--- src/rtl/accept_router_pkg.sv ---
package accept_router_pkg;

    typedef enum logic [1:0] {
        ST_IDLE,
        ST_SCAN,
        ST_ROUTE,
        ST_MISS
    } rt_state_e;

endpackage

--- src/rtl/accept_filter_bank.sv ---
module accept_filter_bank #(
    parameter int NUM_FILT = 8,
    parameter int ID_W     = 29,
    parameter int IDX_W    = 3
) (
    input  logic             clk,
    input  logic             cfg_we,
    input  logic [IDX_W-1:0] cfg_idx,
    input  logic [ID_W-1:0]  cfg_mask,
    input  logic             cfg_mask_ide,
    input  logic [ID_W-1:0]  cfg_fid,
    input  logic             cfg_fid_ide,
    input  logic [NUM_FILT-1:0] flt_en,
    input  logic [IDX_W-1:0] rd_idx,
    output logic [ID_W-1:0]  rd_mask,
    output logic             rd_mask_ide,
    output logic [ID_W-1:0]  rd_fid,
    output logic             rd_fid_ide
);

    logic [ID_W-1:0] mask_q [NUM_FILT];
    logic [ID_W-1:0] fid_q  [NUM_FILT];
    logic [NUM_FILT-1:0] mask_ide_q;
    logic [NUM_FILT-1:0] fid_ide_q;

    // Storage holds no reset; a write is refused while the entry is enabled.
    for (genvar g = 0; g < NUM_FILT; g++) begin : g_entry
        logic wr_ok;
        assign wr_ok = cfg_we && (cfg_idx == IDX_W'(g)) && !flt_en[g];
        always_ff @(posedge clk) begin
            if (wr_ok) begin
                mask_q[g]     <= cfg_mask;
                mask_ide_q[g] <= cfg_mask_ide;
                fid_q[g]      <= cfg_fid;
                fid_ide_q[g]  <= cfg_fid_ide;
            end
        end
    end

    always_comb begin
        rd_mask     = mask_q[rd_idx];
        rd_mask_ide = mask_ide_q[rd_idx];
        rd_fid      = fid_q[rd_idx];
        rd_fid_ide  = fid_ide_q[rd_idx];
    end

endmodule

--- src/rtl/accept_match.sv ---
module accept_match #(
    parameter int ID_W  = 29,
    parameter int STD_W = 11
) (
    input  logic [ID_W-1:0] frm_id,
    input  logic            frm_ide,
    input  logic [ID_W-1:0] flt_mask,
    input  logic            flt_mask_ide,
    input  logic [ID_W-1:0] flt_fid,
    input  logic            flt_fid_ide,
    output logic            hit
);

    localparam int EXT_W = ID_W - STD_W;
    localparam logic [ID_W-1:0] STD_ONLY = {{STD_W{1'b1}}, {EXT_W{1'b0}}};

    logic [ID_W-1:0] eff_mask;
    logic [ID_W-1:0] frm_masked;
    logic [ID_W-1:0] ref_masked;
    logic            ide_ok;

    always_comb begin
        eff_mask   = flt_mask_ide ? flt_mask : (flt_mask & STD_ONLY);
        frm_masked = frm_id & eff_mask;
        ref_masked = flt_fid & eff_mask;
        ide_ok     = !flt_mask_ide || (frm_ide == flt_fid_ide);
        hit        = (frm_masked == ref_masked) && ide_ok;
    end

endmodule

--- src/rtl/accept_route_fsm.sv ---
module accept_route_fsm
    import accept_router_pkg::*;
#(
    parameter int NUM_FILT = 8,
    parameter int IDX_W    = 3
) (
    input  logic                clk,
    input  logic                rst_n,
    input  logic                frm_valid,
    input  logic                cand_hit,
    input  logic [NUM_FILT-1:0] flt_en,
    input  logic [IDX_W-1:0]    part_idx,
    input  logic                fifo0_full,
    input  logic                fifo1_full,
    input  logic [1:0]          ovf_clr,
    output logic [IDX_W-1:0]    scan_idx,
    output logic                accept,
    output logic                busy,
    output logic                store,
    output logic                store_sel,
    output logic                drop,
    output logic                ovf0,
    output logic                ovf1
);

    localparam logic [IDX_W-1:0] LAST_IDX = IDX_W'(NUM_FILT - 1);

    rt_state_e        state_q, state_d;
    logic [IDX_W-1:0] scan_q, scan_d;
    logic [IDX_W-1:0] hit_q, hit_d;
    logic             cand_ok;
    logic             to_q1;
    logic             sel_full;
    logic             set0, set1;

    assign cand_ok  = cand_hit && flt_en[scan_q];
    assign scan_idx = scan_q;

    always_comb begin
        state_d = state_q;
        scan_d  = scan_q;
        hit_d   = hit_q;
        unique case (state_q)
            ST_IDLE: begin
                if (frm_valid) begin
                    state_d = ST_SCAN;
                    scan_d  = '0;
                end
            end
            ST_SCAN: begin
                if (cand_ok) begin
                    state_d = ST_ROUTE;
                    hit_d   = scan_q;
                end else if (scan_q == LAST_IDX) begin
                    state_d = ST_MISS;
                end else begin
                    scan_d = scan_q + 1'b1;
                end
            end
            ST_ROUTE: state_d = ST_IDLE;
            ST_MISS:  state_d = ST_IDLE;
        endcase
    end

    always_ff @(posedge clk) begin
        if (!rst_n) begin
            state_q <= ST_IDLE;
            scan_q  <= '0;
            hit_q   <= '0;
        end else begin
            state_q <= state_d;
            scan_q  <= scan_d;
            hit_q   <= hit_d;
        end
    end

    always_comb begin
        busy      = (state_q != ST_IDLE);
        accept    = (state_q == ST_IDLE) && frm_valid;
        to_q1     = (hit_q > part_idx);
        sel_full  = to_q1 ? fifo1_full : fifo0_full;
        store     = (state_q == ST_ROUTE) && !sel_full;
        store_sel = (state_q == ST_ROUTE) && to_q1;
        drop      = (state_q == ST_MISS) || ((state_q == ST_ROUTE) && sel_full);
        set0      = (state_q == ST_ROUTE) && !to_q1 && fifo0_full;
        set1      = (state_q == ST_ROUTE) && to_q1 && fifo1_full;
    end

    always_ff @(posedge clk) begin
        if (!rst_n) begin
            ovf0 <= 1'b0;
            ovf1 <= 1'b0;
        end else begin
            ovf0 <= (ovf0 && !ovf_clr[0]) || set0;
            ovf1 <= (ovf1 && !ovf_clr[1]) || set1;
        end
    end

endmodule

--- src/rtl/accept_router.sv ---
module accept_router #(
    parameter int NUM_FILT = 8,
    parameter int ID_W     = 29,
    parameter int STD_W    = 11,
    parameter int IDX_W    = $clog2(NUM_FILT)
) (
    input  logic                clk,
    input  logic                rst_n,
    input  logic                cfg_we,
    input  logic [IDX_W-1:0]    cfg_idx,
    input  logic [ID_W-1:0]     cfg_mask,
    input  logic                cfg_mask_ide,
    input  logic [ID_W-1:0]     cfg_fid,
    input  logic                cfg_fid_ide,
    input  logic [NUM_FILT-1:0] flt_en,
    input  logic [IDX_W-1:0]    part_idx,
    input  logic                frm_valid,
    input  logic [ID_W-1:0]     frm_id,
    input  logic                frm_ide,
    input  logic                fifo0_full,
    input  logic                fifo1_full,
    input  logic [1:0]          ovf_clr,
    output logic                busy,
    output logic                store,
    output logic                store_sel,
    output logic                drop,
    output logic                ovf0,
    output logic                ovf1
);

    logic [IDX_W-1:0] scan_idx;
    logic             accept;
    logic [ID_W-1:0]  lat_id;
    logic             lat_ide;
    logic [ID_W-1:0]  rd_mask;
    logic             rd_mask_ide;
    logic [ID_W-1:0]  rd_fid;
    logic             rd_fid_ide;
    logic             cand_hit;

    always_ff @(posedge clk) begin
        if (!rst_n) begin
            lat_id  <= '0;
            lat_ide <= 1'b0;
        end else if (accept) begin
            lat_id  <= frm_id;
            lat_ide <= frm_ide;
        end
    end

    accept_filter_bank #(
        .NUM_FILT (NUM_FILT),
        .ID_W     (ID_W),
        .IDX_W    (IDX_W)
    ) u_bank (
        .clk          (clk),
        .cfg_we       (cfg_we),
        .cfg_idx      (cfg_idx),
        .cfg_mask     (cfg_mask),
        .cfg_mask_ide (cfg_mask_ide),
        .cfg_fid      (cfg_fid),
        .cfg_fid_ide  (cfg_fid_ide),
        .flt_en       (flt_en),
        .rd_idx       (scan_idx),
        .rd_mask      (rd_mask),
        .rd_mask_ide  (rd_mask_ide),
        .rd_fid       (rd_fid),
        .rd_fid_ide   (rd_fid_ide)
    );

    accept_match #(
        .ID_W  (ID_W),
        .STD_W (STD_W)
    ) u_match (
        .frm_id       (lat_id),
        .frm_ide      (lat_ide),
        .flt_mask     (rd_mask),
        .flt_mask_ide (rd_mask_ide),
        .flt_fid      (rd_fid),
        .flt_fid_ide  (rd_fid_ide),
        .hit          (cand_hit)
    );

    accept_route_fsm #(
        .NUM_FILT (NUM_FILT),
        .IDX_W    (IDX_W)
    ) u_fsm (
        .clk        (clk),
        .rst_n      (rst_n),
        .frm_valid  (frm_valid),
        .cand_hit   (cand_hit),
        .flt_en     (flt_en),
        .part_idx   (part_idx),
        .fifo0_full (fifo0_full),
        .fifo1_full (fifo1_full),
        .ovf_clr    (ovf_clr),
        .scan_idx   (scan_idx),
        .accept     (accept),
        .busy       (busy),
        .store      (store),
        .store_sel  (store_sel),
        .drop       (drop),
        .ovf0       (ovf0),
        .ovf1       (ovf1)
    );

endmodule

--- config.mk ---
export PLATFORM = sky130hd
export DESIGN_NAME = accept_router
export DESIGN_NICKNAME = d
export VERILOG_FILES = /design/src/rtl/accept_router_pkg.sv /design/src/rtl/accept_filter_bank.sv /design/src/rtl/accept_match.sv /design/src/rtl/accept_route_fsm.sv /design/src/rtl/accept_router.sv
export SDC_FILE = /design/constraint.sdc
export NUM_CORES = 1
export LEC_CHECK = 0
export ABC_AREA = 0
export BUFFER_PORTS_ARGS = -buffer_cell sky130_fd_sc_hd__buf_2
export CAP_MARGIN = 20
export CELL_PAD_IN_SITES_DETAIL_PLACEMENT = 0
export CELL_PAD_IN_SITES_GLOBAL_PLACEMENT = 1
export CORE_ASPECT_RATIO = 2
export CORE_MARGIN = 2
export CORE_UTILIZATION = 50
export CTS_CLUSTER_DIAMETER = 30
export DETAILED_ROUTE_END_ITERATION = 8
export MAX_ROUTING_LAYER = met4
export PLACE_DENSITY_LB_ADDON = 0.08
export SLEW_MARGIN = 15
export SYNTH_ARGS = -nofsm -noshare
export SYNTH_HDL_FRONTEND = slang
export SYNTH_SLANG_ARGS = --single-unit
--- constraint.sdc ---
create_clock -name clk -period 18.04 [get_ports clk]
set_clock_uncertainty 0.1 [all_clocks]
set_input_delay 2.706 -clock clk [delete_from_list [all_inputs] [get_ports clk]]
set_output_delay 2.706 -clock clk [all_outputs]
set_load 0.03 [all_outputs]
==> key figures, run 1 <==
Floorplan
  • Die area: 0.0431 mm2
  • Core ar.: 0.0410 mm2
  • Site row count: 105
  • Vert. Die Dim: 292 um
  • Die width: 148 um
  • Initial Util: 50.5%
  • Top-Level Pins: 118

Finish
  • Final Net Count: 1439
  • Final instance area: 0.0242 mm2
  • Share of cells above drive strength 1: 26.9%
  • Area Overhead vs Synth: 16.9%
  • Non-Filler Instances: 1917

Power
  • Comb power frac: 5.1%
  • Internal Pwr Total: 2.21 mW
  • Sw Ratio: 22.3%
  • Clock power share: 46.8%
  • Flop pwr share: 48.1%
  • Lkg Pwr: 7.93 nW
  • Highest ir drop seen on vdd: 0.0807 mV
  • Switch Pwr: 0.632 mW
  • PD cells: 117 mW/mm2

Clocking
  • Root buf cell: clkbuf_16
  • TritonCTS clock tree: built
  • Clk pin slew, worst setup/hold paths: 50 ps
  • Worst skew pair latency: 600 ps
  • CTS sink count: 523
  • Post-CTS setup buffers: 0
  • CTS Buffer Depth: 3
  • TritonCTS Buffers: 66
  • Number of gates resized after cts: 0
  • H-Tree Depth: 3
  • Hold buffers post-CTS: 0

STA
  • Max_slew headroom: 36.0%
  • RSZ-0062 raised after global routing: false
  • Crit share post-route: 40.0%
  • Final min period: 7210 ps
  • Hold slack: 364 ps
  • Worst Tran Pin Value: 960 ps
  • Fmax: 139 MHz
  • Final-report max-slew violation count: 0
  • Total Neg Setup Slack: 0 ps
  • Fin. Hold Viols: 0
  • Final setup viols: 0

Outcome
  • Status: complete, no violations

Detailed routing
  • Iteration-0 DRC Markers: 820
  • Total Wirelength: 47900 um
  • First drt pass iteration count: 5
  • Met2 routed WL: 26300 um
  • Top sig layer: met4
  • Met1 wire length: 17800 um
  • Drt drc: 0
  • Routed length per instance: 25.0 um
  • Vias: 11100
  • Post-route antenna net violation count: 0
  • Met3 routed WL: 2140 um
  • Drt via density: 5.77

Hold path
  • Hold WC Path Type: reg -> reg

Global routing
  • Vias in the first global route: 12000
  • Initial antenna violation count: 7
  • Largest net degree at the start of global routing: 52
  • Grt ovf: 0
  • First-pass GRT wire length: 71500 um
  • Gr usage total: 23.4%

Logic synthesis
  • Dominant synthesized flop cell: edfxtp_1
  • Synth Register Bits: 523
  • Share of async-settable or async-resettable flops after synthesis: 0%
  • Adder-cell share of the synthesized area: 0.302%
  • Post-Syn Area: 0.0207 mm2
  • Mapped Nets: 1286
  • Largest family of logic cells by synthesized area: multiplexers
  • Syn Inst Count: 1169
  • Post-synthesis compound-gate area fraction: 4.61%
  • Post-synth EDFFs: 480
  • Simple-Gate Fraction of Synth Area: 5.67%
  • Avg Inst Size Synth: 17.7 um2
  • Ys Warns: 0
  • Unique masters post-synth: 67
  • Mux cell area share after synthesis: 12.2%
  • Xor/xnor share of the synthesized area: 1.52%
  • Seq/Total Area, Yosys: 73.8%

Placement
  • RePlAce Congestion: 0.733
  • Placed cells: 1789
  • Placed inst area: 0.0219 mm2
  • # port buffers: 117
  • Post-DP HPWL: 27700 um

Critical path
  • CP startpoint: part_idx[1]
  • Worst setup EP type: primary output
  • CP Class: in -> out
  • Reg2reg path depth: 10
  • Critical path peak fanout: 3
  • Worst setup SP type: input port
  • Cell Chain, Critical Path: buf_2, inv_1, ha_1, nor2b_1, o21a_1, o21ai_0, mux2i_1, and3_1, buf_2
  • Most used cell, CP: buf_2
  • Setup crit end: store
  • WP data arrival: 4400 ps
  • Worst R2R End: u_fsm.scan_idx[0]
  • Crit path required time: 15230 ps
  • Slowest CP cell: o21ai_0
  • CP max stage delay: 370 ps
  • R2r setup slk: 13210 ps

Run
  • Max cap viols: 0
[layer usage]
metal / global-route usage, % / vias to the layer above
li1: - / 4988
met3: 3.56 / 96
met4: 10.1 / 0
met1: 25.7 / 5689
met5: - / -
met2: 42.1 / 288
[cell usage in the layout (no fill, tap or decap), types with 15 or more instances in the layout]
| cell | instances |
|---|---|
| nand3_1 | 28 |
| edfxtp_1 | 480 |
| buf_4 | 25 |
| nor2_1 | 32 |
| mux2i_1 | 48 |
| nand2_1 | 112 |
| a21oi_1 | 41 |
| nand2b_1 | 15 |
| dfxtp_1 | 40 |
| xor2_1 | 17 |
| inv_1 | 26 |
| xnor2_1 | 19 |
| buf_2 | 117 |
| mux4_2 | 85 |
| clkbuf_16 | 67 |
[layout make-up]
class                   count  area (um2)
inverters                  28         105
well taps                 535         669
flip-flops and latches    523       15300
diodes                      8        20.0
clock buffers              74        1730
repair buffers            142         773
multi-input cells         561        5070
clock inverters            46         531
fillers                  3189       16800
[registers in the layout (all words and copies together) (netlist names), named ones only]
register and count:
u_fsm.ovf1 1, u_fsm.ovf0 1, u_bank.fid_q 232, u_fsm.scan_idx 3, lat_id 29, u_bank.fid_ide_q 8
lat_ide 1, u_fsm.state_q 2, u_bank.mask_q 232, u_bank.mask_ide_q 8, u_fsm.hit_q 3
[critical path, delay by kind of cell]
family / cells / cell delay (ps)
AOI/OAI and AO/OA: 2 / 530
and+or+nand+nor: 2 / 310
buffers and inverters: 3 / 300
adders and majority gates: 1 / 290
muxes: 1 / 270
[synthesized netlist by cell type, types with 3 or more instances]
master / instances / area, um2
buf_2: 23 / 115
nor4_1: 6 / 37.5
ha_1: 5 / 62.6
clkbuf_1: 21 / 78.8
xnor2_1: 19 / 166
o32ai_1: 3 / 26.3
a211oi_1: 5 / 37.5
mux2i_1: 48 / 480
a22o_1: 4 / 35.0
nand4b_1: 4 / 35.0
a31oi_1: 3 / 18.8
a21oi_1: 41 / 205
dfxtp_1: 43 / 861
mux2_2: 11 / 124
o221ai_1: 13 / 114
nand3b_1: 6 / 45.0
mux4_2: 85 / 1910
nand3_1: 28 / 140
nor4b_1: 3 / 26.3
buf_1: 5 / 18.8
o22ai_1: 4 / 25.0
nor3_1: 11 / 55.1
nand4_1: 7 / 43.8
a311oi_1: 5 / 43.8
nor2_1: 32 / 120
o32a_1: 3 / 30.0
nand2b_1: 15 / 93.8
nand2_1: 112 / 420
xor2_1: 17 / 149
buf_4: 4 / 30.0
buf_6: 4 / 45.0
edfxtp_1: 480 / 14400
inv_1: 26 / 97.6
o21ai_0: 14 / 70.1
o211ai_1: 6 / 45.0
nor2b_1: 3 / 18.8
o2111ai_1: 3 / 26.3
a311o_1: 6 / 60.1
[power groups by stage]
stage / Clock, mW / Sequential, mW / Combinational [mW]
6_report: 1.33 / 1.37 / 0.145
5_1_grt: 1.40 / 1.37 / 0.158
4_1_cts: 1.36 / 1.37 / 0.148
3_5_place_dp: 0 / 1.39 / 0.148
3_3_place_gp: 0 / 1.39 / 0.146
2_1_floorplan: 0 / 1.39 / 0.0949
[stage by stage]
stage / setup slack [ps] / power (mW) / utilization, %
floorplan: 8190 / 1.48 / -
global placement: 10890 / 1.54 / 53.4
detailed placement: 10830 / 1.54 / 53.4
CTS: 10830 / 2.87 / 59.0
global route: 10740 / 2.93 / 59.0
finish: 10830 / 2.84 / 59.0
[kinds of logic (layout without fill, tap and decap cells)]
kind of cell               after synthesis  after routing
xor gates and xnor gates                36             36
and+or+nand+nor                        243            243
DFF                                    523            523
buffers and inverters                   85            290
AOI/OAI and AO/OA                      133            133
muxes                                  144            144
adders and majority gates                5              5
other                                    0              8
[worst min path at each step]
stage | slack [ps] | from | endpoint | cells past startpoint
2_1_floorplan | 340 | u_fsm.hit_q[2] | u_fsm.hit_q[2] | 2
3_5_place_dp | 360 | lat_id[27] | lat_id[27] | 2
6_report | 360 | u_fsm.ovf0 | u_fsm.ovf0 | 2
5_1_grt | 380 | lat_id[27] | lat_id[27] | 2
3_3_place_gp | 350 | u_fsm.ovf0 | u_fsm.ovf0 | 2
4_1_cts | 370 | lat_id[27] | lat_id[27] | 2
(Power assumes the default switching activity.)
==> run 2: changes to the inputs <==
--- a/config.mk
+++ b/config.mk
@@ -12,7 +12,7 @@
 export CELL_PAD_IN_SITES_GLOBAL_PLACEMENT = 1
 export CORE_ASPECT_RATIO = 2
 export CORE_MARGIN = 2
-export CORE_UTILIZATION = 50
+export CORE_UTILIZATION = 47
 export CTS_CLUSTER_DIAMETER = 30
 export DETAILED_ROUTE_END_ITERATION = 8
 export MAX_ROUTING_LAYER = met4
==> constraint.sdc (replaced) <==
create_clock -name clk -period 6 [get_ports clk]
set_clock_uncertainty 0.1 [all_clocks]
set_input_delay 0.9 -clock clk [delete_from_list [all_inputs] [get_ports clk]]
set_output_delay 0.9 -clock clk [all_outputs]
set_load 0.03 [all_outputs]
==> key figures, run 2 (same netlist as run 1, synthesis figures left out) <==
Outcome
  • Status: complete, no violations

Placement
  • # port buffers: 117 (unchanged)
  • Post-DP HPWL: 29500 um (+6.3%)
  • RePlAce Congestion: 0.760 (+3.7%)
  • Placed inst area: 0.0220 mm2 (+0.53%)

STA
  • Final min period: 4620 ps
  • RSZ-0062 raised after global routing: false
  • Worst Tran Pin Value: 1100 ps (+139 ps)
  • Crit share post-route: 77.0%
  • Final setup viols: 0 (unchanged)
  • Fmax: 216 MHz
  • Max_slew headroom: 25.8% (-10 points)
  • Total Neg Setup Slack: 0 ps (unchanged)
  • Hold slack: 365 ps (+1.33 ps)
  • Final-report max-slew violation count: 0 (unchanged)
  • Fin. Hold Viols: 0 (unchanged)

Power
  • Lkg Pwr: 7.87 nW (-0.70%)
  • PD cells: 343 mW/mm2 (+190%)
  • Pwr Total: 8.25 mW (+190%)
  • Highest ir drop seen on vdd: 0.253 mV (+210%)

Global routing
  • Grt ovf: 0 (unchanged)
  • Gr usage total: 21.9% (-1.5 points)
  • Largest net degree at the start of global routing: 46 (-12%)
  • Initial antenna violation count: 3 (-4)
  • First-pass GRT wire length: 72500 um (+1.3%)
  • Vias in the first global route: 11700 (-2.6%)

Floorplan
  • Die area: 0.0458 mm2 (+6.3%)
  • Top-Level Pins: 118 (unchanged)
  • Core ar.: 0.0434 mm2 (+5.8%)
  • Initial Util: 47.7% (-2.8 points)
  • Site row count: 108 (+2.9%)
  • Vert. Die Dim: 301 um (+3.1%)
  • Die width: 152 um (+3.1%)

Clocking
  • CTS Buffer Depth: 3 (unchanged)
  • Clk pin slew, worst setup/hold paths: 70 ps (+20 ps)
  • Number of gates resized after cts: 0 (unchanged)
  • TritonCTS Buffers: 59 (-11%)
  • Worst skew pair latency: 600 ps (about the same)
  • CTS sink count: 523 (unchanged)
  • Root buf cell: clkbuf_16
  • TritonCTS clock tree: built
  • H-Tree Depth: 2 (-1)
  • Post-CTS setup buffers: 0 (unchanged)
  • Hold buffers post-CTS: 0 (unchanged)

Finish
  • Top flop regs: u_bank.fid_q (232), u_bank.mask_q (232), lat_id (29)
  • Leading cell types in the layout, fill and taps excluded: edfxtp_1, buf_2, nand2_1, mux4_2, clkbuf_16
  • Leading cell type in the layout, fill and taps excluded: edfxtp_1
  • Share of cells above drive strength 1: 26.2% (-0.65 points)
  • Fillers: 3426 (+7.4%)
  • Final Net Count: 1437 (-0.14%)
  • Area Overhead vs Synth: 16.4%
  • Final instance area: 0.0241 mm2 (-0.44%)

Detailed routing
  • Total Wirelength: 48600 um (+1.6%)
  • First drt pass iteration count: 5 (unchanged)
  • Drt via density: 5.71 (-0.97%)
  • Vias: 11000 (-0.66%)
  • Drt drc: 0 (unchanged)
  • Iteration-0 DRC Markers: 700 (-15%)
  • Post-route antenna net violation count: 0 (unchanged)
  • Routed length per instance: 25.3 um (+1.3%)

Critical path
  • Worst setup EP type: flip-flop
  • Crit path required time: 6390 ps (-8840 ps)
  • CP Class: reg -> reg
  • WP data arrival: 5010 ps (+610 ps)
  • Critical path peak fanout: 40 (+37)
  • Worst setup SP type: flip-flop

Hold path
  • Hold WC Path Type: reg -> reg

Run
  • Max cap viols: 0 (unchanged)
-- run 2: path summary, 6_finish.rpt --
check | start | endpoint | slack, ps | depth (start not counted)
worst max-delay path | flip-flop | u_fsm.scan_idx[0] | 1380 | 9
worst min-delay path | u_fsm.ovf0 | u_fsm.ovf0 | 370 | 2
worst max register to register | flip-flop | u_fsm.scan_idx[0] | 1380 | 9
worst min register to register | u_fsm.ovf0 | u_fsm.ovf0 | 370 | 2
-- run 2: stage by stage --
| step | std cells | setup slack, ps | util (%) |
|---|---|---|---|
| global placement | 1809 | 1320 | 50.8 |
| floorplan | 1169 | 92.8 | - |
| detailed placement | 1809 | 1400 | 50.8 |
| CTS | 1920 | 1340 | 55.5 |
| finish | 1923 | 1380 | 55.5 |
| global route | 1923 | 1140 | 55.5 |
-- run 2: report_power, final --
part	leakage (nW)	internal [mW]	switching (mW)
Combinational	2.20	0.187	0.254
Sequential	4.69	4.06	0.0551
Clock	0.983	2.17	1.53
-- run 2: area by class of cell --
class / count / area (um2) / share of cell area [%]
clock inverter: 44 / 536 / 2.22
clock buffer: 67 / 1520 / 6.30
timing repair buffer: 147 / 836 / 3.47
multi-input combinational: 561 / 5110 / 21.2
antenna: 3 / 7.51 / 0.0312
sequential: 523 / 15300 / 63.5
tap: 550 / 688 / 2.86
inverter: 28 / 105 / 0.437
-- run 2: per-layer routing --
layer | track usage [%] | up-vias | part of all wire [%]
met4 | 5.85 | 0 | 2.3
li1 | - | 4972 | -
met2 | 41.4 | 247 | 56
met5 | - | - | 0
met3 | 2.72 | 72 | 3.7
met1 | 24.4 | 5697 | 38
-- run 2: worst max-delay path, stage by stage (launching register included) --
cell       delay (ps)
dfxtp_4           820
buf_4             370
mux4_2            530
o2111ai_1         100
o311ai_0          390
nor4_1            570
nand4_1           390
a2111oi_4         700
nor3_2            160
mux2_2            310
